===== config.mk =====
export PLATFORM = sky130hd
export DESIGN_NAME = pm_power_ctrl
export DESIGN_NICKNAME = d
export VERILOG_FILES = /design/src/rtl/pm_pkg.sv /design/src/rtl/pm_wake_detect.sv /design/src/rtl/pm_settle_timer.sv /design/src/rtl/pm_mode_fsm.sv /design/src/rtl/pm_power_ctrl.sv
export SDC_FILE = /design/constraint.sdc
export NUM_CORES = 1
export LEC_CHECK = 0
export BUFFER_PORTS_ARGS = -buffer_cell sky130_fd_sc_hd__buf_4
export CAP_MARGIN = 20
export CORE_ASPECT_RATIO = 0.7
export CORE_MARGIN = 2
export CORE_UTILIZATION = 30
export CTS_CLUSTER_DIAMETER = 80
export DETAILED_ROUTE_END_ITERATION = 16
export GPL_TIMING_DRIVEN = 0
export MAX_ROUTING_LAYER = met4
export PLACE_DENSITY = 0.5
export RECOVER_POWER = 25
export SYNTH_ARGS = -nofsm -noshare
export SYNTH_HDL_FRONTEND = slang
export SYNTH_SLANG_ARGS = --single-unit

===== constraint.sdc =====
create_clock -name clk -period 2.8 [get_ports clk]
set_input_delay 0.28 -clock clk [delete_from_list [all_inputs] [get_ports clk]]
set_output_delay 0.28 -clock clk [all_outputs]
set_load 0.01 [all_outputs]

===== src/rtl/pm_pkg.sv =====
package pm_pkg;
  typedef enum logic [1:0] {
    PM_RUN    = 2'd0,
    PM_IDLE   = 2'd1,
    PM_SLEEP  = 2'd2,
    PM_SETTLE = 2'd3
  } pm_mode_e;

  localparam logic [1:0] CAUSE_RESET = 2'd0;
  localparam logic [1:0] CAUSE_IDLE  = 2'd1;
  localparam logic [1:0] CAUSE_SLEEP = 2'd2;

  // enables per mode, packed as {cpu_clk, periph_clk, pwr, cpu_rst_n}
  function automatic logic [3:0] drive_for(pm_mode_e m);
    case (m)
      PM_RUN:    return 4'b1111;
      PM_IDLE:   return 4'b0111;
      PM_SETTLE: return 4'b0010;
      default:   return 4'b0000;
    endcase
  endfunction
endpackage


===== src/rtl/pm_wake_detect.sv =====
module pm_wake_detect #(
  parameter int N_IRQ = 8,
  localparam int IDX_W = (N_IRQ > 1) ? $clog2(N_IRQ) : 1
) (
  input  logic [N_IRQ-1:0] irq,
  output logic             any,
  output logic [IDX_W-1:0] idx
);
  function automatic logic [IDX_W-1:0] lowest_set(logic [N_IRQ-1:0] v);
    logic [IDX_W-1:0] r;
    r = '0;
    for (int i = N_IRQ - 1; i >= 0; i--)
      if (v[i]) r = IDX_W'(i);
    return r;
  endfunction

  assign any = |irq;
  assign idx = lowest_set(irq);
endmodule


===== src/rtl/pm_settle_timer.sv =====
module pm_settle_timer #(
  parameter int SETTLE_CYC = 8,
  localparam int CNT_W = $clog2(SETTLE_CYC + 1)
) (
  input  logic clk,
  input  logic rst_n,
  input  logic start,
  input  logic active,
  output logic done
);
  logic [CNT_W-1:0] cnt_q;

  always_ff @(posedge clk or negedge rst_n) begin
    if (!rst_n)      cnt_q <= '0;
    else if (start)  cnt_q <= '0;
    else if (active) cnt_q <= cnt_q + 1'b1;
  end

  assign done = active && (cnt_q == CNT_W'(SETTLE_CYC - 1));
endmodule


===== src/rtl/pm_mode_fsm.sv =====
module pm_mode_fsm
  import pm_pkg::*;
#(
  parameter int N_IRQ = 8,
  localparam int IDX_W = (N_IRQ > 1) ? $clog2(N_IRQ) : 1
) (
  input  logic             clk,
  input  logic             rst_n,
  input  logic             idle_req,
  input  logic             sleep_set,
  input  logic             fault,
  input  logic             any_irq,
  input  logic [IDX_W-1:0] irq_idx,
  input  logic             settle_done,
  output pm_mode_e         mode,
  output logic             sleep_flag,
  output logic [1:0]       wake_cause,
  output logic [IDX_W-1:0] wake_src,
  output logic             go_sleep,
  output logic             settle_start
);
  pm_mode_e st_q, st_d;
  logic flag_q, idle_wake;

  always_comb begin
    st_d = st_q;
    go_sleep = 1'b0;
    settle_start = 1'b0;
    idle_wake = 1'b0;
    case (st_q)
      PM_RUN:
        if (fault || flag_q) begin st_d = PM_SLEEP; go_sleep = 1'b1; end
        else if (idle_req) st_d = PM_IDLE;
      PM_IDLE:
        if (fault || flag_q) begin st_d = PM_SLEEP; go_sleep = 1'b1; end
        else if (any_irq) begin st_d = PM_RUN; idle_wake = 1'b1; end
      PM_SLEEP:
        if (!fault && any_irq) begin st_d = PM_SETTLE; settle_start = 1'b1; end
      PM_SETTLE:
        if (fault) begin st_d = PM_SLEEP; go_sleep = 1'b1; end
        else if (settle_done) st_d = PM_RUN;
      default: st_d = PM_RUN;
    endcase
  end

  always_ff @(posedge clk or negedge rst_n) begin
    if (!rst_n) begin
      st_q       <= PM_RUN;
      flag_q     <= 1'b0;
      wake_cause <= CAUSE_RESET;
      wake_src   <= '0;
    end else begin
      st_q <= st_d;
      if (go_sleep)
        flag_q <= 1'b0;
      else if (sleep_set && (st_q == PM_RUN || st_q == PM_IDLE))
        flag_q <= 1'b1;
      if (idle_wake) begin
        wake_cause <= CAUSE_IDLE;
        wake_src   <= irq_idx;
      end else if (settle_start) begin
        wake_cause <= CAUSE_SLEEP;
        wake_src   <= irq_idx;
      end
    end
  end

  assign mode = st_q;
  assign sleep_flag = flag_q;
endmodule


===== src/rtl/pm_power_ctrl.sv =====
module pm_power_ctrl
  import pm_pkg::*;
#(
  parameter int N_IRQ = 8,
  parameter int SETTLE_CYC = 8,
  localparam int IDX_W = (N_IRQ > 1) ? $clog2(N_IRQ) : 1
) (
  input  logic             clk,
  input  logic             rst_n,
  input  logic             idle_req,
  input  logic             sleep_set,
  input  logic             supply_fault,
  input  logic [N_IRQ-1:0] wake_irq,
  output logic [1:0]       mode,
  output logic             cpu_clk_en,
  output logic             periph_clk_en,
  output logic             pwr_en,
  output logic             cpu_rst_n,
  output logic             sleep_flag,
  output logic [1:0]       wake_cause,
  output logic [IDX_W-1:0] wake_src
);
  logic any_irq, settle_done, go_sleep, settle_start;
  logic [IDX_W-1:0] irq_idx;
  pm_mode_e mode_e;

  pm_wake_detect #(.N_IRQ(N_IRQ)) u_wake (
    .irq(wake_irq), .any(any_irq), .idx(irq_idx)
  );

  pm_settle_timer #(.SETTLE_CYC(SETTLE_CYC)) u_settle (
    .clk(clk), .rst_n(rst_n), .start(settle_start),
    .active(mode_e == PM_SETTLE), .done(settle_done)
  );

  pm_mode_fsm #(.N_IRQ(N_IRQ)) u_fsm (
    .clk(clk), .rst_n(rst_n), .idle_req(idle_req), .sleep_set(sleep_set),
    .fault(supply_fault), .any_irq(any_irq), .irq_idx(irq_idx),
    .settle_done(settle_done), .mode(mode_e), .sleep_flag(sleep_flag),
    .wake_cause(wake_cause), .wake_src(wake_src), .go_sleep(go_sleep),
    .settle_start(settle_start)
  );

  assign mode = mode_e;
  assign {cpu_clk_en, periph_clk_en, pwr_en, cpu_rst_n} = drive_for(mode_e);
endmodule


Word-level counts from Yosys, hierarchy flattened
Cells that the tools add are included.
{"block": "word_totals", "regBits": 12, "input_bits": 13, "out_inout_bits": 12, "wordCells": 60}
{"block": "op_classes", "addsub": 1, "n_eq_ne": 8, "muxes": 33, "reduce_logical": 13}
{"op": "two-way mux 3 bit", "n": 10}
{"op": "two-way mux 2 bit", "n": 9}
{"op": "one-hot mux 4 bit (3 select lines)", "n": 1}
{"op": "two-way mux 1 bit", "n": 9}
{"op": "two-way mux 4 bit", "n": 2}
{"op": "one-hot mux 2 bit (4 select lines)", "n": 1}
{"op": "OR reduction 8 bit", "n": 1}
{"op": "nonzero test 2 bit", "n": 3}
{"op": "adder 4 x 1 -> 4 bit (second input constant)", "n": 1}
{"op": "== test 2 bit (second input constant)", "n": 2}
{"op": "== test 4 x 3 -> 1 bit (second input constant)", "n": 1}
{"op": "AND reduction 4 bit", "n": 1}
{"op": "logical AND 1 bit", "n": 3}
{"op": "!= test 3 x 1 -> 1 bit (second input constant)", "n": 1}
{"op": "!= test 3 x 2 -> 1 bit (second input constant)", "n": 1}
{"op": "!= test 3 bit (second input constant)", "n": 1}
{"op": "== test 2 x 1 -> 1 bit (second input constant)", "n": 1}
{"op": "zero test 2 bit", "n": 1}
{"op": "logical OR 1 bit", "n": 2}
{"op": "!= test 2 x 1 -> 1 bit (second input constant)", "n": 1}
{"op": "one-hot mux 1 bit (2 select lines)", "n": 1}
{"op": "OR reduction 2 bit", "n": 1}
{"op": "zero test 1 bit", "n": 1}

Longest topological paths before layout
Gate-level depths: netlist of run 1.
{"block": "depth", "word_depth": 10, "ltp_mapped": 5, "ltp_nobuf": 4}

Modules after synthesis
Synthesis of run 1 repeated with hierarchy kept, for this count alone.
{"block": "hier_totals", "cells_unflattened": 90, "hier_area_um2": 828.3}
{"module": "pm_mode_fsm", "instances": 1, "cells_each": 54, "area_per_inst_um2": 490.5, "seq_area_each_um2": 200.2}
{"module": "pm_settle_timer", "instances": 1, "cells_each": 18, "area_per_inst_um2": 229.0, "seq_area_each_um2": 100.1}
{"module": "pm_wake_detect", "instances": 1, "cells_each": 13, "area_per_inst_um2": 81.3, "seq_area_each_um2": 0.0}
{"module": "pm_power_ctrl", "instances": 1, "cells_each": 5, "area_per_inst_um2": 27.5, "seq_area_each_um2": 0.0}

Least setup slack after synthesis of run 1
Ideal clock, no wire load.
{"block": "synth_path", "path_type": "flip-flop to flip-flop", "from": "reg u_fsm.st_q[1], in the netlist u_fsm.mode[1]", "to": "reg u_fsm.wake_src[0]", "setup_time_ps": 125, "arrival_ps": 1343, "required_time_ps": 2675, "path_slack_ps": 1332, "stages_incl_launch_ff": 5, "path_buffers": 0, "period_less_slack_ps": 1468, "path_cell_list": "dfrtp_1 > nor2_1 > nand2_1 > a21oi_4 > mux2_4"}
{"block": "synth_between", "elab_chain_len": 3, "word_cells_on_any_way": 6, "classes_between": "eq/ne: 2; mux: 3; reduce/logical: 1"}
{"element": "start: declaration", "line_no": "pm_mode_fsm.sv:22", "text": "pm_mode_e st_q, st_d;"}
{"element": "start signal: assignment", "line_no": "pm_mode_fsm.sv:53", "text": "st_q <= st_d;"}
{"element": "== test 2 x 1 -> 1 bit / == test 2 bit (equally long branches)", "line_no": "pm_mode_fsm.sv:30", "text": "case (st_q)"}
{"element": "two-way mux 1 bit", "line_no": "pm_mode_fsm.sv:30"}
{"element": "two-way mux 3 bit / nonzero test 2 bit (equally long branches)"}
{"element": "end signal: assignment", "line_no": "pm_mode_fsm.sv:60", "text": "wake_src <= irq_idx;"}
{"element": "end signal: assignment", "line_no": "pm_mode_fsm.sv:63", "text": "wake_src <= irq_idx;"}
{"element": "end: declaration", "line_no": "pm_mode_fsm.sv:18", "text": "output logic [IDX_W-1:0] wake_src,"}
Parallel ways exist; a longest one is shown, timed or not.
A chain may end at the register's enable or synchronous reset.

Worst setup path in the final report of run 1
{"block": "layout_path", "from": "reg u_fsm.st_q[1], in the netlist u_fsm.mode[1]", "to": "out periph_clk_en"}
{"block": "layout_between", "elab_chain_len": 2, "word_cells_on_any_way": 4, "classes_between": "eq/ne: 2; mux: 1; reduce/logical: 1"}
{"element": "== test 2 bit (tied with other cells)", "line_no": "pm_pkg.sv:15", "text": "case (m)"}
{"element": "one-hot mux 4 bit (3 select lines) (*)", "line_no": "pm_pkg.sv:15"}
{"element": "end: declaration", "line_no": "pm_power_ctrl.sv:16", "text": "output logic periph_clk_en,"}
Every way passes the cells marked *; elsewhere a longest branch is shown, timed or not.

==> summary.md, run 1 <==
| Metric | Value |
|---|---|
| Maximum clock skew at final layout | 0.00286 ns |
| Number of global-route vias before repair | 606 |
| Maximum level of the CTS H-tree | 1 |
| GRT Resource Usage Total | 14.2% |
| Worst vdd ir | 0.000224 V |
| Syn_area_per_cell | 10.1 um^2 |
| Adder and majority cell fraction of the synthesized area | 1.70% |
| Count of nets after finishing | 117 |
| Startpoint of the worst hold path | supply_fault |
| Number of buffers inserted during clock tree synthesis | 3 |
| Compound-Gate Fraction of Synth Area | 26.7% |
| Reg-to-reg critical path endpoint | u_fsm.wake_src[1] |
| Total count of hold-check failures in the final report | 0 |
| Number of diodes | 0 |
| Number of warnings issued by yosys | 0 |
| Max-capacitance violation count | 0 |
| Antenna violations before repair | 0 |
| Insertion delay to the later sink of the worst-skew pair | 0.26 ns |
| Worst hold slack | 0.223 ns |
| Path type of the worst min-delay path | in -> reg |
| Aggregate routed wire length | 1.74 mm |
| Most common cell after layout, fill and taps aside | sky130_fd_sc_hd__buf_4 |
| Hold path cells | 2 |
| Area of the die | 2870 um^2 |
| Share of cells above drive strength 1 | 36.6% |
| Fraction of synthesized cell area in xor and xnor cells | 0% |
| Clock Tree Root | sky130_fd_sc_hd__clkbuf_4 |
| Unrepaired setup endpoints after global routing | false |
| Category of the worst setup path capture point | output pin |
| Max-slew violation count | 0 |
| Final period utilization | 61.5% |
| Post-Synthesis Cells | 73 |
| WS Path Type | reg -> out |
| CTS resizes | 0 |
| Initial Util | 33.0% |
| Chip Height | 45.4 um |
| Reg clk slew, reported paths | 0.07 ns |
| Synth Net Count | 87 |
| Highest attainable clock frequency | 0.580 GHz |
| Dominant combinational cell family by area after synthesis | compound AO/OA/AOI/OAI gates |
| Count of TritonRoute iterations in the first routing pass | 4 |
| Most frequent cells in the layout | sky130_fd_sc_hd__buf_4 (24), sky130_fd_sc_hd__dfrtp_1 (12), sky130_fd_sc_hd__a21oi_1 (8) |
| Min Clock Period, post-route | 1.72 ns |
| Number of clock sinks | 12 |
| Remaining routing DRC violations | 0 |
| Boundary Pins | 25 |
| Mapped Area | 734 um^2 |
| Status | finished clean |
| Placed wire-length estimate after detailed placement | 1.39 mm |
| Largest net degree at the start of global routing | 13 |
| TritonCTS clock tree | done |
| Via count | 609 |
| Register-to-Register Path Depth | 4 |
| Required time at the endpoint of the critical path | 2.52 ns |
| End of the worst hold path | u_fsm.mode[0] |
| Overflow left after global routing | 0 |
| Worst-case register-to-register setup slack | 1.12 ns |
| Initial drt markers | 23 |
| Flop and latch count out of synthesis | 12 |
| Worst slack after detailed placement | 1.16 ns |
| Vias per cell | 4.58 |
| Layout fillers | 242 |
| Power per unit of standard cell area | 518 nW/um^2 |
| Data arrival time at the worst-slack endpoint | 1.44 ns |
| Number of distinct library cells after synthesis | 34 |
| Detail-routed net length per standard cell | 13.1 um |
| Floorplan core area | 2220 um^2 |
| Max-slew headroom at the worst pin | 56.4% |
| Proportion of synthesized chip area in sequential cells | 40.9% |
| Share of cell area taken by muxes after synthesis | 7.50% |
| Summed negative setup slack over all endpoints | 0 ns |
| Area growth from synthesis to layout | 33.9% |
| Maximum root-to-sink buffer count | 2 |
| Leak Pwr | 0.455 nW |
| Simple-gate portion of the synthesized area | 18.6% |
| Post-CTS setup repair buffer count | 0 |
| Wire length of the first global-routing pass | 2.95 mm |
| Site row count | 14 |
| Final core occ | 44.2% |
| Count of final setup violators | 0 |
| Count of nets left with antenna violations after detail routing | 0 |
| Element type at the critical path start | register |
| Die X | 63.1 um |
| CP max FO | 10 |
| Placer Congestion | 0.803 |
| Buffers added on ports | 24 |
| Crit path setup slack, layout | 1.08 ns |
| Actual slew at the worst max-slew pin | 0.654 ns |
| Reg-to-reg startpoint | u_fsm.mode[1] |
critical path, cell delays in order, from the launching register on:
cell                       delay (ns)
sky130_fd_sc_hd__dfrtp_1         0.44
sky130_fd_sc_hd__clkbuf_1        0.37
sky130_fd_sc_hd__inv_2           0.09
sky130_fd_sc_hd__buf_4           0.14
sky130_fd_sc_hd__buf_4           0.13
stage by stage:
step | power (mW) | area [um^2] | instances
after floorplan | 0.337 | 734 | 73
after global placement | 0.408 | 955 | 129
after detailed placement | 0.409 | 955 | 129
after CTS | 0.516 | 987 | 133
after global routing | 0.551 | 983 | 133
final | 0.509 | 983 | 133
timing repair:
item                                    in CTS  in global routing
endpoints found under the setup margin       0                  0
endpoints found under the hold margin       12                  0
hold buffers                                 1                  0
synthesized netlist by cell type:
cell	n	area share [%]
sky130_fd_sc_hd__mux2_4	3	6.1
sky130_fd_sc_hd__o22ai_1	1	0.85
sky130_fd_sc_hd__nor4_4	2	5.8
sky130_fd_sc_hd__a21o_4	1	2.0
sky130_fd_sc_hd__a21boi_0	1	1.0
sky130_fd_sc_hd__clkbuf_1	2	1.0
sky130_fd_sc_hd__o21bai_1	1	1.0
sky130_fd_sc_hd__a41oi_1	1	1.2
sky130_fd_sc_hd__a21o_1	1	1.0
sky130_fd_sc_hd__o41ai_1	1	1.2
sky130_fd_sc_hd__nand2_1	4	2.0
sky130_fd_sc_hd__o21ai_1	2	1.4
sky130_fd_sc_hd__or2b_4	1	1.5
sky130_fd_sc_hd__a32o_1	1	1.4
sky130_fd_sc_hd__nand3b_1	1	1.0
sky130_fd_sc_hd__mux2i_1	1	1.4
sky130_fd_sc_hd__a21oi_2	1	1.2
sky130_fd_sc_hd__a22o_1	2	2.4
sky130_fd_sc_hd__nor2_1	7	3.6
sky130_fd_sc_hd__ha_1	1	1.7
sky130_fd_sc_hd__inv_2	1	0.51
sky130_fd_sc_hd__nor3b_1	1	1.0
sky130_fd_sc_hd__nor3_1	1	0.68
sky130_fd_sc_hd__a21oi_4	1	2.2
sky130_fd_sc_hd__nand3_1	3	2.0
sky130_fd_sc_hd__buf_4	1	1.0
sky130_fd_sc_hd__o21a_1	1	1.0
sky130_fd_sc_hd__dfrtp_1	12	41
sky130_fd_sc_hd__nor2b_1	1	0.85
sky130_fd_sc_hd__a21oi_1	8	5.5
sky130_fd_sc_hd__inv_1	4	2.0
sky130_fd_sc_hd__o31ai_1	1	1.0
sky130_fd_sc_hd__o21ai_0	1	0.68
sky130_fd_sc_hd__a31oi_1	2	1.7
metal layers:
metal	track usage, %	vias to the layer above	share of wire [%]
met5	-	-	0
li1	-	326	-
met2	19.8	14	41
met4	1.33	0	0
met3	5.69	0	5.1
met1	19.8	269	53
layout make-up:
class                      instances  area [um^2]  area share (%)
buffer                             3         15.0            1.53
clock buffer                       3         22.5            2.29
inverter                           5         18.8            1.91
multi-input combinational         53          400            40.7
sequential                        12          300            30.5
tap                               32         40.0            4.07
timing repair buffer              25          186            19.0
registers in the layout (all words and copies together), names as in the netlist:
signal / flops
u_fsm.mode: 2
u_fsm.sleep_flag: 1
u_fsm.wake_src: 3
u_fsm.wake_cause: 2
u_settle.cnt_q: 4
power by group:
part / internal [mW] / switching, mW
logic: 0.0882 / 0.0762
registers: 0.207 / 0.0355
clock network: 0.0497 / 0.0521
total: 0.345 / 0.164
cell families (layout without fill, tap and decap cells):
logic type               after synthesis  in the layout
AO/OA/AOI/OAI                         27             27
AND/OR/NAND/NOR                       21             21
flip-flops                            12             12
buffers and inverters                  8             36
multiplexers                           4              4
adder cells (fa/ha/maj)                1              1
how the worst max path moves through the flow:
stage | to | slack [ns] | from
2_1_floorplan | u_fsm.wake_src[0] | 1.33 | u_fsm.mode[1]
3_3_place_gp | u_fsm.wake_src[1] | 1.14 | u_fsm.mode[1]
3_5_place_dp | u_fsm.wake_src[1] | 1.16 | u_fsm.mode[1]
4_1_cts | periph_clk_en | 1.06 | u_fsm.mode[1]
5_1_grt | periph_clk_en | 0.95 | u_fsm.mode[1]
6_report | periph_clk_en | 1.08 | u_fsm.mode[1]
Power figures use the tool's default switching activity.
==> inputs of run 2 (changes only) <==
- PLACE_DENSITY: 0.5 -> 0.52
- clock period: 2.8 -> 1.5 ns (I/O delays scaled with it)
==> run 2 against run 1 <==
Compared with the run above: combinational power increased by 88%; core utilization is 0.62 points higher; routed wire length fell by 1.3%; power is 88% higher; non-clock buffer count did not move; setup slack worse by 1.0 ns; first-iteration DRC count rose by 43%.
==> summary.md, run 2 (same netlist as run 1, synthesis figures left out) <==
| Metric | Value |
|---|---|
| Leak Pwr | 0.460 nW |
| Total count of hold-check failures in the final report | 0 |
| Floorplan core area | 2220 um^2 |
| Count of TritonRoute iterations in the first routing pass | 4 |
| Count of nets left with antenna violations after detail routing | 0 |
| Most common cell after layout, fill and taps aside | sky130_fd_sc_hd__buf_4 |
| Element type at the critical path start | register |
| Worst hold slack | 0.0756 ns |
| CP max FO | 7 |
| Area growth from synthesis to layout | 35.8% |
| Number of diodes | 0 |
| Via count | 654 |
| Post-CTS setup repair buffer count | 0 |
| Number of buffers inserted during clock tree synthesis | 3 |
| Final period utilization | 96.1% |
| TritonCTS clock tree | done |
| Chip Height | 45.4 um |
| Aggregate routed wire length | 1.72 mm |
| Slowest stage cell, crit path | sky130_fd_sc_hd__dfrtp_1 |
| WS Path Type | reg -> reg |
| Combined flip-flop and latch cell area | 302 um^2 |
| Critical path's largest stage delay | 0.45 ns |
| Placer Congestion | 0.825 |
| Reg-to-reg startpoint | u_fsm.mode[0] |
| Die X | 63.1 um |
| Actual slew at the worst max-slew pin | 0.675 ns |
| Area of the die | 2870 um^2 |
| Maximum clock skew at final layout | 0.00504 ns |
| Overflow left after global routing | 0 |
| Register-to-Register Path Depth | 3 |
| Wire length of the first global-routing pass | 2.85 mm |
| Critical path startpoint | u_fsm.mode[0] |
| Final Non-Filler Cells | 133 |
| Antenna violations before repair | 0 |
| Worst vdd ir | 0.000443 V |
| Maximum level of the CTS H-tree | 1 |
| Remaining routing DRC violations | 0 |
| Worst-case register-to-register setup slack | 0.06 ns |
| Category of the worst setup path capture point | register |
| Site row count | 14 |
| Registers with the most flip-flops | u_settle.cnt_q: 4 flops, u_fsm.wake_src: 3 flops |
| Unrepaired setup endpoints after global routing | false |
| Maximum root-to-sink buffer count | 2 |
| Highest attainable clock frequency | 0.694 GHz |
| Min Clock Period, post-route | 1.44 ns |
| Flip-flop count of the largest register after layout | 4 |
| Number of global-route vias before repair | 611 |
| Vias per cell | 4.92 |
| Max-slew headroom at the worst pin | 55.0% |
| Boundary Pins | 25 |
| Crit path capture | u_fsm.wake_src[1] |
| Detail-routed net length per standard cell | 12.9 um |
| Layout fillers | 235 |
| Placed Cells | 129 |
| Reg-to-reg critical path endpoint | u_fsm.wake_src[1] |
| Buffers added on ports | 24 |
| GRT Resource Usage Total | 13.6% |
| Power per unit of standard cell area | 962 nW/um^2 |
| Max-slew violation count | 0 |
| Most frequent cells in the layout | sky130_fd_sc_hd__buf_4 (24), sky130_fd_sc_hd__dfrtp_1 (11), sky130_fd_sc_hd__a21oi_1 (8) |
| Count of final setup violators | 0 |
| Status | finished clean |
| Clock Tree Root | sky130_fd_sc_hd__clkbuf_4 |
| Reg clk slew, reported paths | 0.07 ns |
| Multi-input combinational cell area | 408 um^2 |
| Final core occ | 44.8% |
| Initial drt markers | 33 |
| Insertion delay to the later sink of the worst-skew pair | 0.27 ns |
| Number of clock sinks | 12 |
| Cells traversed along the worst timing path | or2b_4, a21oi_4, mux2_4 |
| Data arrival time at the worst-slack endpoint | 1.59 ns |
| Path type of the worst min-delay path | in -> reg |
| PnR Total Power | 0.959 mW |
| Largest net degree at the start of global routing | 13 |
| Top register by number of flip-flops | u_settle.cnt_q |
| Share of cells above drive strength 1 | 40.6% |
| Placed wire-length estimate after detailed placement | 1.33 mm |
| Initial Util | 33.0% |
| Required time at the endpoint of the critical path | 1.65 ns |
| Count of nets after finishing | 117 |
| Max-capacitance violation count | 0 |
## run 2: worst min path at each step
stage                      start                 to  slack (ns)  depth (start not counted)
global placement           rst_n  u_settle.cnt_q[0]       0.002                          1
detailed placement         rst_n  u_settle.cnt_q[0]      0.0007                          1
CTS                 supply_fault      u_fsm.mode[0]        0.06                          2
floorplan                  rst_n      u_fsm.mode[0]       -0.15                          0
finish              supply_fault      u_fsm.mode[0]        0.08                          2
global route        supply_fault      u_fsm.mode[0]        0.07                          2
## run 2: layout make-up
class	count	share of cell area, %
timing repair buffer	25	18.7
buffer	3	2.01
clock buffer	3	2.26
tap	32	4.02
sequential	12	30.2
inverter	5	1.88
multi-input combinational	53	40.9
## run 2: through the flow
stage	instance area, um^2	setup slack, ns	setup TNS, ns
4_1_cts	1000	0.0225	0
3_5_place_dp	955	-0.153	-0.457
6_report	997	0.0590	0
5_1_grt	997	0.0190	0
3_3_place_gp	955	-0.148	-0.437
2_1_floorplan	734	0.0320	0
## run 2: critical path: cells and delay by family (launching register included)
| family | cells | cell delay (ns) |
|---|---|---|
| flip-flops | 1 | 0.45 |
| multiplexers | 1 | 0.32 |
| AND/OR/NAND/NOR | 1 | 0.31 |
| AO/OA/AOI/OAI | 1 | 0.23 |
## run 2: routing by layer
| layer | track usage (%) | vias up | share of wire [%] |
|---|---|---|---|
| met2 | 18.5 | 22 | 41 |
| met3 | 4.70 | 0 | 6.2 |
| met5 | - | - | 0 |
| met1 | 19.8 | 302 | 53 |
| met4 | 1.33 | 0 | 0 |
| li1 | - | 330 | - |
## run 2: repair_timing
item                                    4_1_cts  5_1_grt
resized for setup                             5        1
endpoints found under the setup margin        5        4
pin swaps                                     0        1
hold buffers                                  1        0
hold endpoints to repair                     12        0
## run 2: power by group
group          internal, mW  leakage (nW)  switching [mW]  total [mW]
registers             0.387         0.147          0.0725       0.460
logic                 0.167         0.299           0.142       0.309
clock network        0.0928        0.0138          0.0985       0.191
total                 0.646         0.460           0.313       0.959
